$ cat src/rtl/rdlat_pkg.sv
package rdlat_pkg;
  localparam int MODE_W  = 13;
  localparam int CL_LSB  = 4;
  localparam int WR_LSB  = 9;
  localparam int PD_BIT  = 12;
  localparam logic [2:0] CL_RST_CODE = 3'd3;
  localparam logic [2:0] WR_RST_CODE = 3'd1;

  function automatic logic cl_legal(input logic [2:0] code);
    return (code >= 3'd3) && (code <= 3'd6);
  endfunction

  function automatic logic [2:0] wr_decode(input logic [2:0] code);
    return ((code >= 3'd1) && (code <= 3'd5)) ? code + 3'd1 : 3'd0;
  endfunction
endpackage

$ cat src/rtl/rdlat_mode_reg.sv
module rdlat_mode_reg
  import rdlat_pkg::*;
(
  input  logic              clk,
  input  logic              rst_n,
  input  logic              mode_we,
  input  logic [MODE_W-1:0] mode_word,
  output logic [2:0]        cl_clks,
  output logic [2:0]        wr_clks,
  output logic              pd_slow,
  output logic              cl_bad,
  output logic              cfg_bad
);
  logic [2:0] cl_q, cl_d;
  logic [2:0] wrc_q, wrc_d;
  logic       pd_q, pd_d;

  always_comb begin
    cl_d  = mode_word[CL_LSB +: 3];
    wrc_d = mode_word[WR_LSB +: 3];
    pd_d  = mode_word[PD_BIT];
  end

  always_ff @(posedge clk or negedge rst_n) begin
    if (!rst_n) begin
      cl_q  <= CL_RST_CODE;
      wrc_q <= WR_RST_CODE;
      pd_q  <= 1'b0;
    end else if (mode_we) begin
      cl_q  <= cl_d;
      wrc_q <= wrc_d;
      pd_q  <= pd_d;
    end
  end

  assign cl_clks = cl_q;
  assign wr_clks = wr_decode(wrc_q);
  assign pd_slow = pd_q;
  assign cl_bad  = !cl_legal(cl_q);
  assign cfg_bad = cl_bad | (wr_clks == 3'd0);
endmodule

$ cat src/rtl/rdlat_read_pipe.sv
module rdlat_read_pipe #(
  parameter  int CL_MAX     = 6,
  parameter  int BURST_CLKS = 2,
  localparam int DEPTH      = CL_MAX + BURST_CLKS,
  localparam int BEAT_W     = $clog2(2 * BURST_CLKS)
) (
  input  logic              clk,
  input  logic              rst_n,
  input  logic              rd_cmd,
  input  logic              cl_bad,
  input  logic [2:0]        cl_clks,
  output logic              dvalid,
  output logic [BEAT_W-1:0] beat_idx,
  output logic              rd_reject
);
  logic [DEPTH-1:0] pipe_q, pipe_d;
  logic             rej_q, rej_d;
  logic             accept;

  always_comb begin
    accept = rd_cmd && !cl_bad && !pipe_q[0];
    pipe_d = {pipe_q[DEPTH-2:0], accept};
    rej_d  = rd_cmd && !accept;
  end

  always_ff @(posedge clk or negedge rst_n) begin
    if (!rst_n) begin
      pipe_q <= '0;
      rej_q  <= 1'b0;
    end else begin
      pipe_q <= pipe_d;
      rej_q  <= rej_d;
    end
  end

  always_comb begin
    dvalid   = 1'b0;
    beat_idx = '0;
    for (int j = 0; j < BURST_CLKS; j++) begin
      if ((int'(cl_clks) + j) < DEPTH) begin
        if (pipe_q[int'(cl_clks) + j]) begin
          dvalid   = 1'b1;
          beat_idx = BEAT_W'(2 * j);
        end
      end
    end
  end

  assign rd_reject = rej_q;
endmodule

$ cat src/rtl/rdlat_wr_check.sv
module rdlat_wr_check #(
  parameter int TIME_W = 8
) (
  input  logic [TIME_W-1:0] twr_ns,
  input  logic [TIME_W-1:0] tck_ns,
  input  logic [2:0]        wr_clks,
  output logic              wr_mismatch
);
  logic [TIME_W:0] num;
  logic [TIME_W:0] quo;

  always_comb begin
    num = '0;
    quo = '0;
    if (tck_ns == '0 || wr_clks == 3'd0) begin
      wr_mismatch = 1'b1;
    end else begin
      num = {1'b0, twr_ns} + {1'b0, tck_ns} - 1'b1;
      quo = num / {1'b0, tck_ns};
      wr_mismatch = (quo != (TIME_W+1)'(wr_clks));
    end
  end
endmodule

$ cat src/rtl/rdlat_sched.sv
module rdlat_sched
  import rdlat_pkg::*;
#(
  parameter  int CL_MAX     = 6,
  parameter  int BURST_CLKS = 2,
  parameter  int TIME_W     = 8,
  localparam int BEAT_W     = $clog2(2 * BURST_CLKS)
) (
  input  logic              clk,
  input  logic              rst_n,
  input  logic              mode_we,
  input  logic [MODE_W-1:0] mode_word,
  input  logic              rd_cmd,
  input  logic [TIME_W-1:0] twr_ns,
  input  logic [TIME_W-1:0] tck_ns,
  output logic              dvalid,
  output logic [BEAT_W-1:0] beat_idx,
  output logic              rd_reject,
  output logic [2:0]        cl_clks,
  output logic [2:0]        wr_clks,
  output logic              pd_slow,
  output logic              cfg_bad,
  output logic              wr_mismatch
);
  logic [1:0] rst_sync_q;
  logic       rst_ok_n;
  logic       cl_bad;

  always_ff @(posedge clk or negedge rst_n) begin
    if (!rst_n) rst_sync_q <= 2'b00;
    else        rst_sync_q <= {rst_sync_q[0], 1'b1};
  end
  assign rst_ok_n = rst_sync_q[1];

  rdlat_mode_reg u_mode (
    .clk(clk), .rst_n(rst_ok_n), .mode_we(mode_we), .mode_word(mode_word),
    .cl_clks(cl_clks), .wr_clks(wr_clks), .pd_slow(pd_slow),
    .cl_bad(cl_bad), .cfg_bad(cfg_bad)
  );

  rdlat_read_pipe #(.CL_MAX(CL_MAX), .BURST_CLKS(BURST_CLKS)) u_pipe (
    .clk(clk), .rst_n(rst_ok_n), .rd_cmd(rd_cmd), .cl_bad(cl_bad),
    .cl_clks(cl_clks), .dvalid(dvalid), .beat_idx(beat_idx), .rd_reject(rd_reject)
  );

  rdlat_wr_check #(.TIME_W(TIME_W)) u_wrchk (
    .twr_ns(twr_ns), .tck_ns(tck_ns), .wr_clks(wr_clks), .wr_mismatch(wr_mismatch)
  );
endmodule

$ cat config.mk
export PLATFORM = sky130hd
export DESIGN_NAME = rdlat_sched
export DESIGN_NICKNAME = d
export VERILOG_FILES = /design/src/rtl/rdlat_pkg.sv /design/src/rtl/rdlat_mode_reg.sv /design/src/rtl/rdlat_read_pipe.sv /design/src/rtl/rdlat_wr_check.sv /design/src/rtl/rdlat_sched.sv
export SDC_FILE = /design/constraint.sdc
export NUM_CORES = 1
export LEC_CHECK = 0
export CELL_PAD_IN_SITES_DETAIL_PLACEMENT = 0
export CELL_PAD_IN_SITES_GLOBAL_PLACEMENT = 1
export CORE_UTILIZATION = 47
export CTS_BUF_LIST = sky130_fd_sc_hd__clkbuf_4
export CTS_CLUSTER_DIAMETER = 200
export DETAILED_ROUTE_END_ITERATION = 7
export GPL_ROUTABILITY_DRIVEN = 0
export PLACE_DENSITY = 0.89
export SYNTH_ARGS = -nofsm -noshare
export SYNTH_HDL_FRONTEND = slang
export SYNTH_SLANG_ARGS = --single-unit
$ cat constraint.sdc
create_clock -name clk -period 42.6 [get_ports clk]
set_input_delay 4.26 -clock clk [delete_from_list [all_inputs] [get_ports clk]]
set_output_delay 4.26 -clock clk [all_outputs]
set_load 0.05 [all_outputs]
Yosys cells after proc, flatten, opt, wreduce, memory -nomap -nowiden
Index checks and enable logic that the tools add are counted.
- flip-flop bits (word level): 18
- word-level logic and storage cells: 45
- $add $sub $neg: 4
- div/mod/pow operators: 1
- $lt $le $gt $ge: 8
- equal/unequal tests: 1
- mux-type cells: 13
- bitwise gates (word level): 1
- reduce and logical (&&, ||, !) cells: 11
- operator list (operator ; number):
    $lt 32x5->1 const B ; 2
    $add 8x8->9 ; 1
    $div 9x8->9 ; 1
    $ne 9x3->1 ; 1
    $sub 9x1->9 const B ; 1
    $logic_not 8->1 ; 1
    $lt 3x4->1 const B ; 2
    $mux 1 ; 8
    $bmux 1 s3 ; 2
    $le 3x3->1 const B ; 2
    $logic_and 1x1->1 ; 5
    $add 3x1->4 const B ; 1
    $mux 2 ; 2
    $add 3x1->3 const B ; 1
    $ge 3x1->1 const B ; 1
    $ge 3x2->1 const B ; 1
    $logic_not 1->1 ; 3
    $logic_not 3->1 ; 1
    $mux 3 ; 1
    $logic_or 1x1->1 ; 1
    $or 1x1->1 ; 1

Logic depth before layout (Yosys ltp)
Gate-level depths: netlist of the first run.
- depth after elaboration: 6
- mapped depth: 67
- depth with buffers taken out: 66

Modules after synthesis
Synthesis of the first run repeated with hierarchy kept, for this count alone.
- cell total of the unflattened synthesis: 436
- area total of the unflattened synthesis: 3614.7 µm²
- by module, submodules not included (module ; times used ; cells an instance ; area an instance (µm²) ; seq. area each (µm²)):
    rdlat_wr_check ; 1 ; 363 ; 2737.6 ; 0.0
    rdlat_read_pipe ; 1 ; 38 ; 454.2 ; 225.2
    rdlat_mode_reg ; 1 ; 32 ; 369.1 ; 178.9
    rdlat_sched ; 1 ; 3 ; 53.8 ; 50.0

Least setup slack after synthesis of the first run
OpenSTA, ideal clock, no wires.
- path type: input to output
- start point: in tck_ns[2]
- end point: out wr_mismatch
- data arrival time: 17.412 ns
- required time: 38.340 ns
- slack: 20.928 ns
- stages: 63
- cells stage by stage: inv_1 -> ha_1 -> inv_1 -> ha_1 -> a211oi_2 -> o211ai_1 -> a21oi_1 -> xnor2_1 -> ha_1 -> and4_1 -> a2111oi_0 -> a211oi_1 -> ha_1 -> or3_1 -> nand3_1 -> nand2_1 -> ha_1 -> or2_2 -> [... 27 more ...] -> clkbuf_1 -> o21ai_0 -> ha_1 -> nor2b_1 -> o31a_1 -> o211ai_1 -> a21oi_1 -> nor2_1 -> mux2_2 -> ha_1 -> nand2_1 -> a21oi_1 -> o21ai_0 -> a21o_1 -> a21oi_1 -> a21oi_1 -> nor4_1 -> nand3b_1
- cells in the longest elaborated chain, start to end: 5
- RTL lines (what ; line ; text):
    start: declaration ; rdlat_sched.sv:15 ; input logic [TIME_W-1:0] tck_ns,
    $add 8x8->9 ; rdlat_wr_check.sv:18 ; num = {1'b0, twr_ns} + {1'b0, tck_ns} - 1'b1;
    $sub 9x1->9 ; rdlat_wr_check.sv:18 ;
    $div 9x8->9 ; rdlat_wr_check.sv:19 ; quo = num / {1'b0, tck_ns};
    $ne 9x3->1 ; rdlat_wr_check.sv:20 ; wr_mismatch = (quo != (TIME_W+1)'(wr_clks));
    $mux 1 (*) ; rdlat_wr_check.sv:15 ; if (tck_ns == '0 || wr_clks == 3'd0) begin
    end: declaration ; rdlat_sched.sv:23 ; output logic wr_mismatch
Mark *: on every way between the ends. The rest lies on a longest branch, timed or not.

Worst setup path in the final report of the first run
Ends and elaborated chain as after synthesis.

==> results of run 1 <==
==> how the worst min path moves through the flow <==
stage / start / to / slack [ns] / depth (start not counted)
after floorplan: rst_sync_q[1]$_DFF_PN0_ / u_mode.cl_clks[2]$_DFFE_PN0P_ / 0.20 / 0
after global placement: rst_sync_q[1]$_DFF_PN0_ / u_mode.wrc_q[2]$_DFFE_PN0P_ / 0.27 / 0
after detailed placement: rst_sync_q[1]$_DFF_PN0_ / u_mode.pd_slow$_DFFE_PN0P_ / 0.27 / 0
after CTS: rst_sync_q[1]$_DFF_PN0_ / u_mode.cl_clks[2]$_DFFE_PN0P_ / 0.28 / 0
after global routing: rst_sync_q[1]$_DFF_PN0_ / u_mode.cl_clks[2]$_DFFE_PN0P_ / 0.33 / 0
final: rst_sync_q[1]$_DFF_PN0_ / u_pipe.pipe_q[1]$_DFF_PN0_ / 0.25 / 0
==> cell families after synthesis <==
logic type	after synthesis
AND/OR/NAND/NOR	127
AO/OA/AOI/OAI	117
adder cells (fa/ha/maj)	67
buffers and inverters	53
multiplexers	27
XOR/XNOR	24
flip-flops	18
other	2
==> flip-flops by register name (all words and copies together), names as in the netlist <==
register,count
u_pipe.pipe_q,8
u_pipe.rd_reject,1
u_mode.pd_slow,1
u_mode.cl_clks,3
rst_sync_q,2
u_mode.wrc_q,3
==> through the flow <==
stage | power, W | std cells | worst slack, ns
after global placement | 0.000200 | 568 | 17.83
after CTS | 0.000215 | 572 | 17.62
final | 0.000216 | 572 | 17.45
after detailed placement | 0.000205 | 568 | 17.71
after floorplan | 0.000169 | 435 | 20.93
after global routing | 0.000239 | 572 | 16.16
==> worst max-delay path: cells and delay by family <==
family          cells  cell delay (ns)
compound gates     28             6.54
xor+xnor            1             0.09
fa+ha+maj          11             3.36
buf+inv             6             1.87
mux                 4             1.36
simple gates       14             3.37
==> placed cells by master (no fill, tap or decap), types with 9 or more instances in the layout <==
cell type,count
ha_1,66
inv_1,49
nor2_1,42
clkdlybuf4s50_1,38
nand2_1,28
a21oi_1,21
o21ai_0,20
nor3_1,15
o21a_1,15
xnor2_1,15
mux2_2,15
dfrtp_1,15
a21o_1,10
o211ai_1,9
xor2_1,9
==> power groups by stage <==
| stage | combinational (W) | clock, W | sequential, W |
|---|---|---|---|
| 2_1_floorplan | 0.000146 | 0 | 0.0000223 |
| 3_3_place_gp | 0.000179 | 0 | 0.0000213 |
| 3_5_place_dp | 0.000183 | 0 | 0.0000215 |
| 4_1_cts | 0.000185 | 0.00000888 | 0.0000211 |
| 5_1_grt | 0.000208 | 0.00000967 | 0.0000215 |
| 6_report | 0.000186 | 0.00000866 | 0.0000211 |
==> layout make-up <==
type	count	area, um2
Inverter	49	184
Clock inverter	1	3.75
Multi-Input combinational cell	364	2950
Timing Repair Buffer	38	380
Clock buffer	3	22.5
Tap cell	99	124
Sequential cell	18	454
Fill cell	672	3220
==> routing by layer <==
metal | share of wire | vias to the layer above | global-route usage
li1 | - | 1662 | -
met1 | 0.47 | 1492 | 0.261
met2 | 0.50 | 35 | 0.403
met3 | 0.017 | 4 | 0.0185
met4 | 0.0048 | 0 | 0.0274
met5 | 0 | - | 0
==> flow_metrics.env, run 1 <==
export IMPL_status="finished, final reports clean"
export IMPL_synth_area_per_cell_um2=8.28
export IMPL_crit_start="tck_ns[2]"
export IMPL_core_area_um2=7330
export IMPL_rows=31
export IMPL_ctsResizeCount=0
export IMPL_internal_power_w=0.000107
export IMPL_synthTopCellsByArea="ha_1 (23%), dfrtp_1 (10%), inv_1 (5.1%), mux2_2 (4.7%), nor2_1 (4.4%)"
export IMPL_p_leak_nw=1.92
export IMPL_post_cts_setup_buffers=0
export IMPL_synth_top_area_frac=0.229
export IMPL_clk_pin_slew_ns=0.10
export IMPL_die_y_um=89.5
export IMPL_grt_pass1_vias=3077
export IMPL_path_max_fanout=11
export IMPL_yosysSeqAreaShare=0.126
export IMPL_whs_ns=0.248
export IMPL_power_density_nw_per_um2=52.5
export IMPL_r2r_slack_ns=40.86
export IMPL_yosysMostFrequentCell="ha_1"
export IMPL_synth_fa_ha_area_frac=0.235
export IMPL_syn_num_nets=535
export IMPL_synthArstFlopShare=1.00
export IMPL_slowest_delay_ns=0.81
export IMPL_maxSlewViolCount=0
export IMPL_n_antenna_cell=0
export IMPL_power_switching_w=0.000109
export IMPL_cts_root_buf="clkbuf_4"
export IMPL_tritoncts="yes"
export IMPL_wl_mm=8.19
export IMPL_finalSetupViolations=0
export IMPL_first_iter_violations=74
export IMPL_antenna_found_initial=0
export IMPL_die_x_um=89.5
export IMPL_setup_tns_final_ns=0
export IMPL_synth_largest_area_cell="ha_1"
export IMPL_cpMostUsedCell="ha_1"
export IMPL_reg2reg_depth=6
export IMPL_p_clk_frac=0.040
export IMPL_final_nets=574
export IMPL_synth_ff_type="dfrtp_1"
export IMPL_drc=0
export IMPL_slowest_stage="clkdlybuf4s50_1"
export IMPL_synth_mux_area_fraction=0.0983
export IMPL_crit_path_end_kind="output port"
export IMPL_vias_per_cell=5.58
export IMPL_initial_core_util=0.491
export IMPL_rsz0062_at_grt="false"
export IMPL_crit_end="wr_mismatch"
export IMPL_cts_hold_buf=0
export IMPL_grt_ovfl_total=0
export IMPL_clock_skew_ns=0.00869
export IMPL_yosys_area_share_simple=0.182
export IMPL_portBuffers=38
export IMPL_r2r_start="u_mode.cl_clks[0]$_DFFE_PN1P_"
export IMPL_max_cap_violations=0
export IMPL_grt_max_degree=17
export IMPL_ctsHtreeMaxLevel=1
export IMPL_syn_inst=435
export IMPL_utilization=0.561
export IMPL_seqPwrFrac=0.098
export IMPL_synth_top_family_by_area="compound AO/OA/AOI/OAI gates"
export IMPL_clockBufferDepth=2
export IMPL_synth_seq_cells=18
export IMPL_synth_compound_area_frac=0.242
export IMPL_dieArea_um2=8020
export IMPL_critical_path_class="input port to output port"
export IMPL_min_period_ns=25.15
export IMPL_slew_headroom=0.534
export IMPL_drt_first_pass_iters=4
export IMPL_synth_area_um2=3600
export IMPL_critPathLaunchType="input port"
export IMPL_drive_gt1_frac=0.110
export IMPL_synth_commonest_cells="ha_1 (66), inv_1 (49), nor2_1 (42)"
export IMPL_numCtsBuffers=3
export IMPL_power_share_combinational=0.862
export IMPL_syn_to_final_growth_pct=14.2
export IMPL_dp_hpwl_mm=6.92
export IMPL_fin_crit_sh=0.590
export IMPL_synth_edf_count=0
export IMPL_critPathArrivalTime_ns=20.89
export IMPL_worstSkewPairLatency_ns=0.30
export IMPL_ys_warn_count=0
export IMPL_grt_pass1_wl_mm=13.4
export IMPL_num_vias=3193
export IMPL_tightest_slew_ns=0.681
export IMPL_fmax_ghz=0.0398
export IMPL_fin_area_um2=4110
export IMPL_hold_path_class="flip-flop to asynchronous set/reset pin"
export IMPL_ios=46
export IMPL_ir_drop_uv=30.4
export IMPL_detail_route_antenna_nets=0
export IMPL_cts_sinks=18
export IMPL_routedWlPerCell_um=14.3
export IMPL_synth_xor_xnor_area_share=0.0584
export IMPL_timing_rr_end="u_pipe.rd_reject$_DFF_PN0_"
export IMPL_swShare=0.505
export IMPL_yosysUniqueCellTypes=74
export IMPL_crit_required_ns=38.34
export IMPL_hold_viol=0
export IMPL_track_usage=0.211
export IMPL_place_area_um2=4090
(Power assumes the default switching activity.)
==> run 2, diff against run 1 <==
CORE_UTILIZATION = 40   (was 47)
PLACE_DENSITY = 0.8   (was 0.89)
clock period = 20.2 ns   (was 42.6 ns; I/O delays follow)
==> flow_metrics.env, run 2 (synthesized netlist as in run 1, its figures left out) <==
export IMPL_clockBufferDepth=2
export IMPL_antenna_found_initial=0
export IMPL_dieArea_um2=9390
export IMPL_drt_first_pass_iters=4
export IMPL_grt_pass1_wl_mm=14.7
export IMPL_ctsHtreeMaxLevel=1
export IMPL_tightest_slew_ns=0.703
export IMPL_slowest_stage="clkdlybuf4s50_1"
export IMPL_vias_per_cell=5.51
export IMPL_critical_path_class="input port to output port"
export IMPL_critPathLaunchType="input port"
export IMPL_post_cts_setup_buffers=0
export IMPL_portBuffers=38
export IMPL_path_max_fanout=9
export IMPL_die_y_um=96.9
export IMPL_rows=34
export IMPL_ios=46
export IMPL_register_area_um2=454
export IMPL_dp_hpwl_mm=7.12
export IMPL_place_ws_ns=0.789
export IMPL_r2r_slack_ns=18.48
export IMPL_slew_headroom=0.527
export IMPL_r2r_start="u_mode.cl_clks[0]$_DFFE_PN1P_"
export IMPL_ctsResizeCount=0
export IMPL_cts_sinks=18
export IMPL_worstSkewPairLatency_ns=0.29
export IMPL_critPathArrivalTime_ns=17.13
export IMPL_initial_core_util=0.413
export IMPL_ir_drop_uv=55.8
export IMPL_multi_input_area_um2=2960
export IMPL_core_area_um2=8720
export IMPL_finalSetupViolations=0
export IMPL_grt_pass1_vias=3182
export IMPL_reg2reg_depth=6
export IMPL_min_period_ns=19.15
export IMPL_p_leak_nw=1.95
export IMPL_first_iter_violations=122
export IMPL_clk_pin_slew_ns=0.10
export IMPL_die_x_um=96.9
export IMPL_internal_power_w=0.000230
export IMPL_n_antenna_cell=0
export IMPL_largest_reg_flops=8
export IMPL_numCtsBuffers=3
export IMPL_timing_rr_end="u_pipe.rd_reject$_DFF_PN0_"
export IMPL_fillCellCount=866
export IMPL_crit_path_end_kind="output port"
export IMPL_slowest_delay_ns=0.55
export IMPL_fmax_ghz=0.0522
export IMPL_syn_to_final_growth_pct=15.8
export IMPL_tritoncts="yes"
export IMPL_swShare=0.498
export IMPL_fin_ws_ns=1.05
export IMPL_num_vias=3223
export IMPL_cpMostUsedCell="ha_1"
export IMPL_final_common_cell="ha_1"
export IMPL_regMostFlops="u_pipe.pipe_q"
export IMPL_grt_max_degree=17
export IMPL_setup_tns_final_ns=0
export IMPL_clock_skew_ns=0.00385
export IMPL_fin_crit_sh=0.948
export IMPL_status="finished, final reports clean"
export IMPL_final_cell_mix="ha_1 (66), inv_1 (49), nor2_1 (41), clkdlybuf4s50_1 (37), nand2_1 (28)"
export IMPL_drc=0
export IMPL_seqPwrFrac=0.097
export IMPL_power_switching_w=0.000228
export IMPL_drive_gt1_frac=0.128
export IMPL_wl_mm=8.46
export IMPL_crit_required_ns=18.18
export IMPL_maxSlewViolCount=0
export IMPL_routedWlPerCell_um=14.5
export IMPL_max_cap_violations=0
export IMPL_rsz0062_at_grt="false"
export IMPL_cts_root_buf="clkbuf_4"
export IMPL_detail_route_antenna_nets=0
export IMPL_hold_viol=0
export IMPL_power_share_combinational=0.860
export IMPL_power_density_nw_per_um2=110
export IMPL_hold_path_class="flip-flop to asynchronous set/reset pin"
export IMPL_crit_start="tck_ns[3]"
export IMPL_final_nets=578
export IMPL_grt_ovfl_total=0
export IMPL_cts_hold_buf=0
export IMPL_track_usage=0.186
export IMPL_p_clk_frac=0.043
==> run 2: cell types whose count changed in the layout (fill, tap and decap cells not counted), sizes merged <==
| cell | delta |
|---|---|
| buf | +5 |
| clkbuf | +1 |
| clkdlybuf4s50 | -1 |
| clkinv | -1 |
==> run 2: power groups by stage <==
stage               sequential [W]  combinational [W]  clock [W]
finish                   0.0000444           0.000395  0.0000197
floorplan                0.0000471           0.000309          0
global placement         0.0000449           0.000383          0
global route             0.0000453           0.000443  0.0000222
detailed placement       0.0000451           0.000392          0
CTS                      0.0000444           0.000394  0.0000209
==> run 2: area by class of cell <==
cell class | count | area share
sequential | 18 | 0.109
inverter | 49 | 0.0441
clock buffer | 4 | 0.00720
timing repair buffer | 42 | 0.0978
multi-input combinational | 364 | 0.710
tap | 108 | 0.0324
==> run 2: worst max path at each step <==
stage                        endpoint  slack (ns)  depth (start not counted)
after global routing      wr_mismatch        0.03                         65
final                     wr_mismatch        1.05                         65
after floorplan           wr_mismatch        3.01                         63
after global placement    wr_mismatch        0.98                         64
after detailed placement  wr_mismatch        0.79                         64
after CTS                 wr_mismatch        0.75                         64
==> run 2: metrics by stage <==
stage	instance area, um2	total power, W	utilization	cells	hold slack, ns
after floorplan	3600	0.000356	-	435	0.197
after global placement	4130	0.000427	0.473	581	0.269
after detailed placement	4130	0.000437	0.473	581	0.281
after CTS	4160	0.000460	0.477	585	0.290
after global routing	4170	0.000511	0.478	585	0.337
final	4170	0.000459	0.478	585	0.264
==> run 2: per-layer routing <==
metal	global-route usage	routed length (um)	share of wire
met1	0.234	3900	0.46
met2	0.357	4320	0.51
met3	0.0152	217	0.026
met4	0.00918	12	0.0014
met5	0	0	0
==> run 2: critical path: cells and delay by family <==
kind            cells  cell delay [ns]
xor+xnor            1             0.10
buf+inv             6             1.21
compound gates     30             6.00
simple gates       12             2.77
fa+ha+maj          11             3.36
mux                 5             1.61
